[config.mk]
export PLATFORM = sky130hd
export DESIGN_NAME = erase_unlock_seq
export DESIGN_NICKNAME = d
export VERILOG_FILES = /design/src/rtl/erase_seq_pkg.sv /design/src/rtl/le_pulse_meter.sv /design/src/rtl/unlock_tracker.sv /design/src/rtl/mode_keeper.sv /design/src/rtl/erase_unlock_seq.sv
export SDC_FILE = /design/constraint.sdc
export NUM_CORES = 1
export LEC_CHECK = 0
export BUFFER_PORTS_ARGS = -buffer_cell sky130_fd_sc_hd__buf_2
export CAP_MARGIN = 5
export CELL_PAD_IN_SITES_DETAIL_PLACEMENT = 1
export CELL_PAD_IN_SITES_GLOBAL_PLACEMENT = 2
export CORE_ASPECT_RATIO = 0.7
export CORE_UTILIZATION = 24
export DETAILED_ROUTE_END_ITERATION = 16
export PLACE_DENSITY = 0.6
export SYNTH_ARGS = -nofsm -noshare
export SYNTH_HDL_FRONTEND = slang
export SYNTH_SLANG_ARGS = --single-unit
[constraint.sdc]
create_clock -name clk -period 2.7 [get_ports clk]
set_clock_uncertainty 0.15 [all_clocks]
set_input_delay 0 -clock clk [delete_from_list [all_inputs] [get_ports clk]]
set_output_delay 0 -clock clk [all_outputs]
set_load 0.005 [all_outputs]
[src/rtl/erase_seq_pkg.sv]
// Shared types and command constants for the erase unlock sequencer.
// Assumes a 16-bit address space and byte-wide data.
package erase_seq_pkg;

    typedef enum logic [2:0] {
        MODE_READ    = 3'd0,
        MODE_PROG    = 3'd1,
        MODE_PVERIFY = 3'd2,
        MODE_ERASE   = 3'd3,
        MODE_EVERIFY = 3'd4
    } mode_e;

    localparam logic [15:0] STEP1_ADDR = 16'h5555;
    localparam logic [7:0]  STEP1_DATA = 8'hAA;
    localparam logic [15:0] STEP2_ADDR = 16'h2AAA;
    localparam logic [7:0]  STEP2_DATA = 8'h10;

endpackage

[src/rtl/le_pulse_meter.sv]
// Measures the width of each latch-enable pulse in clock cycles and captures
// the bus on the first high cycle. Raises done for one cycle when le falls.
// Assumes addr, data and the flags are stable from the first high cycle on.
module le_pulse_meter #(
    parameter int ADDR_W = 16,
    parameter int DATA_W = 8,
    parameter int CNT_W  = 6
) (
    input  logic              clk,
    input  logic              rst_n,
    input  logic              le,
    input  logic              hv_en,
    input  logic              a9_hv,
    input  logic [ADDR_W-1:0] addr,
    input  logic [DATA_W-1:0] data,
    output logic              done,
    output logic [CNT_W-1:0]  width,
    output logic              cap_hv,
    output logic              cap_a9,
    output logic [ADDR_W-1:0] cap_addr,
    output logic [DATA_W-1:0] cap_data
);
    localparam logic [CNT_W-1:0] CNT_MAX = '1;

    logic le_q;
    logic rise;

    assign rise = le & ~le_q;
    assign done = ~le & le_q;

    // Delay latch enable by one cycle for edge detection.
    always_ff @(posedge clk) begin
        if (!rst_n) le_q <= 1'b0;
        else        le_q <= le;
    end

    // Count high cycles of the pulse, saturating at the counter maximum.
    always_ff @(posedge clk) begin
        if (!rst_n)                      width <= '0;
        else if (rise)                   width <= CNT_W'(1);
        else if (le && width != CNT_MAX) width <= width + CNT_W'(1);
    end

    // Capture the bus and the voltage flags on the first high cycle.
    always_ff @(posedge clk) begin
        if (!rst_n) begin
            cap_hv   <= 1'b0;
            cap_a9   <= 1'b0;
            cap_addr <= '0;
            cap_data <= '0;
        end else if (rise) begin
            cap_hv   <= hv_en;
            cap_a9   <= a9_hv;
            cap_addr <= addr;
            cap_data <= data;
        end
    end
endmodule

[src/rtl/unlock_tracker.sv]
// Classifies each finished write as an unlock step, an erase or a program.
// Holds one bit of progress: first unlock step accepted. Writes arrive only
// when write_ok is high (high voltage captured and mode is read).
module unlock_tracker #(
    parameter int ADDR_W    = 16,
    parameter int DATA_W    = 8,
    parameter int CNT_W     = 6,
    parameter int SHORT_CYC = 8,
    parameter int LONG_CYC  = 40,
    parameter int TOL_CYC   = 2
) (
    input  logic              clk,
    input  logic              rst_n,
    input  logic              done,
    input  logic              write_ok,
    input  logic [CNT_W-1:0]  width,
    input  logic              cap_a9,
    input  logic [ADDR_W-1:0] cap_addr,
    input  logic [DATA_W-1:0] cap_data,
    output logic              erase_req,
    output logic              prog_req
);
    import erase_seq_pkg::*;

    localparam logic [CNT_W-1:0] SHORT_LO = CNT_W'(SHORT_CYC - TOL_CYC);
    localparam logic [CNT_W-1:0] SHORT_HI = CNT_W'(SHORT_CYC + TOL_CYC);
    localparam logic [CNT_W-1:0] LONG_LO  = CNT_W'(LONG_CYC - TOL_CYC);
    localparam logic [CNT_W-1:0] LONG_HI  = CNT_W'(LONG_CYC + TOL_CYC);

    logic armed;
    logic fire;
    logic short_ok, long_ok;
    logic step1_hit, step2_hit, alt_hit;

    assign fire     = done & write_ok;
    assign short_ok = (width >= SHORT_LO) && (width <= SHORT_HI);
    assign long_ok  = (width >= LONG_LO) && (width <= LONG_HI);

    assign step1_hit = short_ok && cap_addr[15:0] == STEP1_ADDR && cap_data[7:0] == STEP1_DATA;
    assign step2_hit = long_ok && cap_addr[15:0] == STEP2_ADDR && cap_data[7:0] == STEP2_DATA;
    assign alt_hit   = cap_a9 && cap_addr[10] && !cap_addr[8] && !cap_addr[11];

    // Decide the action for the write that just finished.
    always_comb begin
        erase_req = 1'b0;
        prog_req  = 1'b0;
        if (fire) begin
            if (alt_hit)                erase_req = 1'b1;
            else if (armed && step2_hit) erase_req = 1'b1;
            else if (!armed && step1_hit) prog_req = 1'b0;
            else                        prog_req  = 1'b1;
        end
    end

    // Track unlock progress; any write other than a valid first step clears it.
    always_ff @(posedge clk) begin
        if (!rst_n)    armed <= 1'b0;
        else if (fire) armed <= !armed && !alt_hit && step1_hit;
    end
endmodule

[src/rtl/mode_keeper.sv]
// Holds the operating mode and issues the one-cycle erase and program
// strobes. Erase and program step into their verify modes on the next
// cycle; verify modes are left only through reset.
module mode_keeper #(
    parameter int ADDR_W = 16,
    parameter int DATA_W = 8
) (
    input  logic                 clk,
    input  logic                 rst_n,
    input  logic                 erase_req,
    input  logic                 prog_req,
    input  logic [ADDR_W-1:0]    cap_addr,
    input  logic [DATA_W-1:0]    cap_data,
    output erase_seq_pkg::mode_e mode,
    output logic                 in_read,
    output logic                 erase_all,
    output logic                 prog_byte,
    output logic [ADDR_W-1:0]    prog_addr,
    output logic [DATA_W-1:0]    prog_data
);
    import erase_seq_pkg::*;

    assign in_read = (mode == MODE_READ);

    // Advance the mode register.
    always_ff @(posedge clk) begin
        if (!rst_n) begin
            mode <= MODE_READ;
        end else begin
            case (mode)
                MODE_READ:  if (erase_req)     mode <= MODE_ERASE;
                            else if (prog_req) mode <= MODE_PROG;
                MODE_ERASE: mode <= MODE_EVERIFY;
                MODE_PROG:  mode <= MODE_PVERIFY;
                default:    mode <= mode;
            endcase
        end
    end

    // Generate the strobes and hold the programmed address and data.
    always_ff @(posedge clk) begin
        if (!rst_n) begin
            erase_all <= 1'b0;
            prog_byte <= 1'b0;
            prog_addr <= '0;
            prog_data <= '0;
        end else begin
            erase_all <= in_read && erase_req;
            prog_byte <= in_read && prog_req && !erase_req;
            if (in_read && prog_req) begin
                prog_addr <= cap_addr;
                prog_data <= cap_data;
            end
        end
    end
endmodule

[src/rtl/erase_unlock_seq.sv]
// Top of the erase unlock sequencer: pulse meter, unlock tracker and
// mode keeper. Assumes voltage levels arrive as clean synchronous flags.
module erase_unlock_seq #(
    parameter int SHORT_CYC = 8,
    parameter int LONG_CYC  = 40,
    parameter int TOL_CYC   = 2
) (
    input  logic        clk,
    input  logic        rst_n,
    input  logic        le,
    input  logic        hv_en,
    input  logic        a9_hv,
    input  logic [15:0] addr,
    input  logic [7:0]  data,
    output logic [2:0]  mode,
    output logic        erase_all,
    output logic        prog_byte,
    output logic [15:0] prog_addr,
    output logic [7:0]  prog_data
);
    import erase_seq_pkg::*;

    localparam int ADDR_W = 16;
    localparam int DATA_W = 8;
    localparam int CNT_W  = $clog2(LONG_CYC + TOL_CYC + 2) + 1;

    logic              done;
    logic [CNT_W-1:0]  width;
    logic              cap_hv, cap_a9;
    logic [ADDR_W-1:0] cap_addr;
    logic [DATA_W-1:0] cap_data;
    logic              erase_req, prog_req, in_read;
    mode_e             mode_q;

    assign mode = mode_q;

    le_pulse_meter #(.ADDR_W(ADDR_W), .DATA_W(DATA_W), .CNT_W(CNT_W)) u_meter (
        .clk(clk), .rst_n(rst_n), .le(le), .hv_en(hv_en), .a9_hv(a9_hv),
        .addr(addr), .data(data), .done(done), .width(width),
        .cap_hv(cap_hv), .cap_a9(cap_a9), .cap_addr(cap_addr), .cap_data(cap_data)
    );

    unlock_tracker #(
        .ADDR_W(ADDR_W), .DATA_W(DATA_W), .CNT_W(CNT_W),
        .SHORT_CYC(SHORT_CYC), .LONG_CYC(LONG_CYC), .TOL_CYC(TOL_CYC)
    ) u_track (
        .clk(clk), .rst_n(rst_n), .done(done), .write_ok(cap_hv && in_read),
        .width(width), .cap_a9(cap_a9), .cap_addr(cap_addr), .cap_data(cap_data),
        .erase_req(erase_req), .prog_req(prog_req)
    );

    mode_keeper #(.ADDR_W(ADDR_W), .DATA_W(DATA_W)) u_mode (
        .clk(clk), .rst_n(rst_n), .erase_req(erase_req), .prog_req(prog_req),
        .cap_addr(cap_addr), .cap_data(cap_data), .mode(mode_q), .in_read(in_read),
        .erase_all(erase_all), .prog_byte(prog_byte),
        .prog_addr(prog_addr), .prog_data(prog_data)
    );
endmodule

==> impl_results.md, run 1 <==
* Post-Syn Area at 2690 um2
* Post-Synth Simple-Gate Area at 0.263
* Highest clock rate at 418 MHz
* Diodes inserted at 0
* Post-Route WL at 8080 um
* # fillers at 1290
* WP data required at 2740 ps
* Largest family of logic cells by synthesized area: simple AND/OR/NAND/NOR gates
* Main synth FF type: dfxtp_1
* DP HPWL at 5740 um
* FF+latch count, synth at 64
* Worst hold path type: flop to flop
* Mux cell area share after synthesis at 0.0935
* RD Place Congestion at 0.744
* DR vias/cell at 4.38
* Post-CTS setup buffers at 0
* DR vias at 2396
* Die H at 90.6 um
* Critical Path Sink Type: flop
* Initial Utilization at 0.253
* WP data arrival at 2440 ps
* P_leak at 0.00141 uW
* Setup Viol. Count Final at 0
* Async S/R FF share, synth at 0
* CTS resizes at 0
* Synthesis Warnings at 0
* Share of cells above drive strength 1 at 0.223
* Global Route Usage Sum at 0.151
* Drt first pass iters at 4
* Syn nets at 341
* Overall Power at 2250 uW
* Outcome: complete, no violations
* Drt wl/cell at 14.8 um
* Global-route wire length before repair at 13200 um
* Most common cell after layout, fill and taps aside: nand2_1
* Post-Syn Instances at 310
* Worst Setup Path Type: flop to flop
* R2r setup slk at 310 ps
* Final TNS setup at 0 ps
* Adder-cell share of the synthesized area at 0.00930
* Root Buffer Master: clkbuf_16
* CP startpoint: u_meter.cap_addr[12]
* Fin crit period at 2390 ps
* Worst-skew pair later-pin latency at 330 ps
* WHS at 304 ps
* Reg2reg start: u_meter.cap_addr[12]
* # DRC at 0
* Hold_buf cts at 28
* Reg-to-reg endpoint: u_mode.prog_addr[4]
* Slew Limit Fails at 0
* Post-synth EDFFs at 0
* Clk slew on worst S/H paths at 50 ps
* Maxcap violations at 0
* R2R depth at 7
* Die W at 129 um
* Largest net degree at the start of global routing at 35
* Most frequent cells in the layout: nand2_1, dfxtp_1, buf_2, a21oi_1, dlygate4sd3_1
* Area grow syn2layout at 35.9%
* I/O pins at 58
* Seq/Total Area, Yosys at 0.476
* Sink Count at 64
* Number of buffers added on ports at 57
* Vias in the first global route at 2445
* Relative slew slack at 0.575
* Full die area at 11600 um2
* Drt initial violations at 84
* Number of antenna violations at the first check in global routing at 0
* Hold Fails Final Rpt at 0
* Hold path start: u_mode.prog_data[2]
* Core outline area at 10600 um2
* CTS buffer count at 9
* CP max FO at 24
* Share of the core filled with cells at 0.344
* Grt ovf at 0
* Compound-Gate Fraction of Synth Area at 0.0851
* Routed Antenna Nets at 0
* Unrepaired setup endpoints after global routing: no
* Worst-Margin Slew at 637 ps
* Period utilization at 0.886
* Synth cell types at 40
* Avg Synthesized Cell Area at 8.68 um2
* XOR/XNOR Fraction of Synth Area at 0.0163
* Peak VDD IR at 0.000291 V
* Critical path endpoint: u_mode.prog_addr[4]
* Htree depth at 3
* PwrDens at 615 nW/um2
* Maximum clock path buffer count at 2
* Crit start category: flop
* # rows at 31
* Layout Nets at 427
* Clock tree from TritonCTS: built
-- cell type report --
class                      instances  area, um2  share of cell area
timing repair buffer              93        638               0.175
multi-input combinational        223       1260               0.344
tap                              148        185              0.0507
inverter                           5       18.8             0.00513
sequential                        64       1280               0.350
clock buffer                      14        274              0.0749
-- kinds of logic (layout without fill, tap and decap cells) --
| family | Yosys count | after routing |
|---|---|---|
| AO/OA/AOI/OAI | 41 | 41 |
| buffers and inverters | 23 | 112 |
| adder cells (fa/ha/maj) | 2 | 2 |
| flip-flops | 64 | 64 |
| XOR/XNOR | 5 | 5 |
| multiplexers | 25 | 25 |
| AND/OR/NAND/NOR | 150 | 150 |
-- sequential cells by signal (all words and copies together), names as in the netlist --
| register | count |
|---|---|
| u_meter.le_q | 1 |
| u_meter.cap_a9 | 1 |
| u_meter.cap_hv | 1 |
| u_mode.erase_all | 1 |
| u_track.armed | 1 |
| u_meter.cap_data | 8 |
| u_mode.mode | 3 |
| u_mode.prog_byte | 1 |
| u_meter.cap_addr | 16 |
| u_meter.width | 7 |
| u_mode.prog_addr | 16 |
| u_mode.prog_data | 8 |
-- report_power, final --
part	switching, uW	internal (uW)
clock network	389	686
registers	30.0	973
logic	89.2	83.0
-- metal layers --
metal | global-route usage | vias to the layer above | share of wire
met5 | 0 | - | 0
met4 | 0.0500 | 0 | 0.012
met3 | 0.0397 | 11 | 0.039
met2 | 0.214 | 45 | 0.40
met1 | 0.219 | 1127 | 0.55
li1 | - | 1213 | -
-- Yosys cell counts, types with 2 or more instances --
master         count  share of area
dlygate4sd3_1      4          0.015
nor4_2             2         0.0093
buf_6              2         0.0084
nor4bb_1           2         0.0074
nand2_1          105           0.15
xor2_1             2         0.0065
and4bb_2           2         0.0093
dfxtp_1           64           0.48
a31oi_1            3         0.0070
a21oi_1           31          0.058
nand4b_1           2         0.0065
nor4b_1            3         0.0098
and4_2             2         0.0074
nor2_1            15          0.021
nand4_1            4         0.0093
clkbuf_1           7         0.0098
buf_8              2          0.011
mux2i_1           24          0.089
xnor2_1            3         0.0098
o21ai_0            2         0.0037
ha_1               2         0.0093
buf_1              2         0.0028
inv_1              5         0.0070
nor3_1             3         0.0056
nand2b_1           2         0.0047
-- worst min path at each step --
| stage | to | cells past startpoint |
|---|---|---|
| CTS | u_meter.cap_data[7] | 4 |
| global placement | u_meter.cap_addr[15] | 3 |
| detailed placement | u_meter.cap_data[7] | 3 |
| floorplan | u_meter.cap_hv | 2 |
| finish | u_mode.prog_data[2] | 2 |
| global route | u_meter.cap_data[7] | 4 |
-- critical path, stage by stage, from the launching register on --
cell and delay, ps:
dfxtp_1 410, or4bb_1 530, nor4_2 310, nand4_1 170, nand2_2 160, nor3_4 50, buf_4 280, mux2i_1 180
-- metrics by stage --
step                      instances  setup WS (ps)  cell area [um2]
after floorplan                 310            699             2690
after global placement          505            300             3100
after detailed placement        505            278             3100
after CTS                       547            262             3660
after global routing            547            127             3660
final                           547            308             3660
(Power assumes the default switching activity.)
==> run 2: changes to the inputs <==
Settings changed: ABC_AREA set to 1, GPL_TIMING_DRIVEN set to 0, PLACE_DENSITY 0.6 to 0.63.
==> run 2 against run 1 <==
- fmax rose by 19%
- global-route usage rose by 1.4 points
- final area fell by 0.96%
- highest routed layer unchanged
- non-clock buffer count rose by 7
- total power rose by 9.0%
- via count rose by 7.3%
- sequential share of layout area rose by 0.34 points
==> impl_results.md, run 2 <==
* Syn nets at 375
* Full die area at 11300 um2
* Largest registers: u_meter.cap_addr (16), u_mode.prog_addr (16)
* Clock tree from TritonCTS: built
* Synth area leaders: dfxtp_1, a21oi_1, nand2_1, o21ai_0, nor2_1
* Global-route wire length before repair at 13900 um
* Final TNS setup at 0 ps
* Drt initial violations at 94
* Maximum clock path buffer count at 2
* Htree depth at 3
* WP data required at 2760 ps
* Post-synth EDFFs at 0
* Outcome: complete, no violations
* Hold_buf cts at 28
* Period utilization at 0.742
* Top cell type's share of synthesized area at 0.492
* Reg2reg start: u_meter.width[0]
* Global Route Usage Sum at 0.165
* Post-Syn Area at 2600 um2
* Crit-path max cell delay at 380 ps
* Drt wl/cell at 14.6 um
* Setup Viol. Count Final at 0
* Post-synth top area cell: dfxtp_1
* Number of antenna violations at the first check in global routing at 0
* Top-count cell post-synth: dfxtp_1
* Main synth FF type: dfxtp_1
* CTS resizes at 0
* Most common cell after layout, fill and taps aside: dfxtp_1
* Vias in the first global route at 2651
* Relative slew slack at 0.569
* R2r setup slk at 700 ps
* Clk slew on worst S/H paths at 50 ps
* Maxcap violations at 0
* Hold path start: hv_en
* Routed Antenna Nets at 0
* # rows at 31
* Area grow syn2layout at 39.1%
* RD Place Congestion at 0.743
* M2 GR Usage at 0.244
* Post-Syn Instances at 344
* Synth top cells by count: dfxtp_1, nand2_1, a21oi_1
* CP max FO at 10
* R2R depth at 11
* Grt ovf at 0
* Worst-skew pair later-pin latency at 330 ps
* Hold Path End: u_meter.cap_hv
* Core outline area at 10400 um2
* # fillers at 1285
* Layout Nets at 471
* Initial Utilization at 0.250
* Post-Route WL at 8420 um
* Number of buffers added on ports at 57
* Reg-to-reg endpoint: u_mode.prog_addr[15]
* FF+latch count, synth at 64
* Met1 Use GR at 0.233
* Diodes inserted at 0
* Hold path depth at 4
* Unrepaired setup endpoints after global routing: no
* DP HPWL at 6240 um
* Synthesis Warnings at 0
* Post-CTS setup buffers at 0
* WP data arrival at 2060 ps
* Worst-Margin Slew at 644 ps
* DR vias at 2572
* Largest net degree at the start of global routing at 11
* Avg Synthesized Cell Area at 7.57 um2
* Worst hold path type: input port to flop
* Hold Fails Final Rpt at 0
* Critical Path Sink Type: flop
* Die H at 89.1 um
* Sink Count at 64
* Fin crit period at 2000 ps
* CTS buffer count at 9
* Share of cells above drive strength 1 at 0.189
* P_leak at 0.00160 uW
* Die W at 126 um
* Highest clock rate at 499 MHz
* Slew Limit Fails at 0
* Async S/R FF share, synth at 0
* Placed instance area at 3050 um2
* Top delay family on crit path: simple AND/OR/NAND/NOR gates
* CP Buf/Inv Count at 3
* Most frequent cells in the layout: dfxtp_1, nand2_1, buf_2, a21oi_1, nor2_1
* Gr busiest metal: met2
* Seq/Total Area, Yosys at 0.492
* Crit-path cells: inv_1, ha_1, nand2_1, nand3_1, nand3_1, nor2_1, nand2_1, nand3_4, inv_6, buf_2, a21oi_1
* Peak VDD IR at 0.000247 V
* Drt first pass iters at 4
* Worst Setup Path Type: flop to flop
* I/O pins at 58
* Root Buffer Master: clkbuf_16
* CP startpoint: u_meter.width[0]
* Crit start category: flop
* PwrDens at 677 nW/um2
* Met3 Use GR at 0.0425
* Fin area at 3620 um2
* # DRC at 0
* Synth cell types at 26
* Slowest cell on the critical path: dfxtp_1
* DR vias/cell at 4.46
-- run 2: cell count changes after synthesis, moves of 8 or more --
cell,before,now
a21oi_1,31,54
inv_1,5,36
mux2i_1,24,0
nand2_1,105,58
nand3_1,1,9
nor2_1,15,37
o21ai_0,2,34
o21ai_1,0,16
-- run 2: metal layers --
metal	routed length [um]	share of wire
met1	4660	0.55
met2	3350	0.40
met3	301	0.036
met4	112	0.013
met5	0	0
-- run 2: stage by stage --
| step | total power (uW) | worst slack [ps] | cells | hold slack, ps | util |
|---|---|---|---|---|---|
| after CTS | 2490 | 643 | 577 | 280 | 0.347 |
| final | 2450 | 697 | 577 | 288 | 0.347 |
| after detailed placement | 1330 | 692 | 533 | 95.0 | 0.293 |
| after floorplan | 1220 | 1040 | 344 | -56.5 | - |
| after global placement | 1320 | 706 | 533 | 83.9 | 0.293 |
| after global routing | 2580 | 424 | 577 | 325 | 0.347 |
-- run 2: cell families (layout without fill, tap and decap cells) --
kind of cell,count (synthesis),after routing,synth area share
and+or+nand+nor,116,116,0.193
xor gates and xnor gates,1,1,0.00336
adders and majority gates,2,2,0.00961
DFF,64,64,0.492
AOI/OAI and AO/OA,107,107,0.209
buffers and inverters,54,155,0.0932
-- run 2: final cells by class --
type	instances	area [um2]	share of cell area
tap	132	165	0.0456
clock buffer	14	274	0.0757
multi-input combinational	226	1080	0.298
sequential	64	1280	0.354
timing repair buffer	85	566	0.156
clock inverter	2	12.5	0.00346
buffer	15	91.3	0.0252
inverter	39	151	0.0418
-- run 2: worst max-delay path by stage --
| stage | endpoint | slack, ps | cells after the start |
|---|---|---|---|
| 6_report | u_mode.prog_addr[15] | 700 | 11 |
| 5_1_grt | u_meter.cap_data[5] | 420 | 8 |
| 4_1_cts | u_meter.cap_data[6] | 640 | 8 |
| 3_5_place_dp | u_mode.prog_addr[15] | 690 | 11 |
| 3_3_place_gp | u_meter.cap_a9 | 710 | 5 |
| 2_1_floorplan | u_mode.prog_addr[12] | 1040 | 11 |
-- run 2: where the power goes --
group / internal, uW / switching, uW / leakage [uW]
clock: 696 / 422 / 0.000139
combinational: 129 / 157 / 0.000935
sequential: 1000 / 48.2 / 0.000523
total: 1830 / 627 / 0.00160
-- run 2: worst reg2reg max path, cell delays in order (launching register included) --
cell and delay (ps):
dfxtp_1 380, inv_1 100, ha_1 200, nand2_1 60, nand3_1 100, nand3_1 90, nor2_1 50, nand2_1 100
nand3_4 160, inv_6 150, buf_2 250, a21oi_1 100
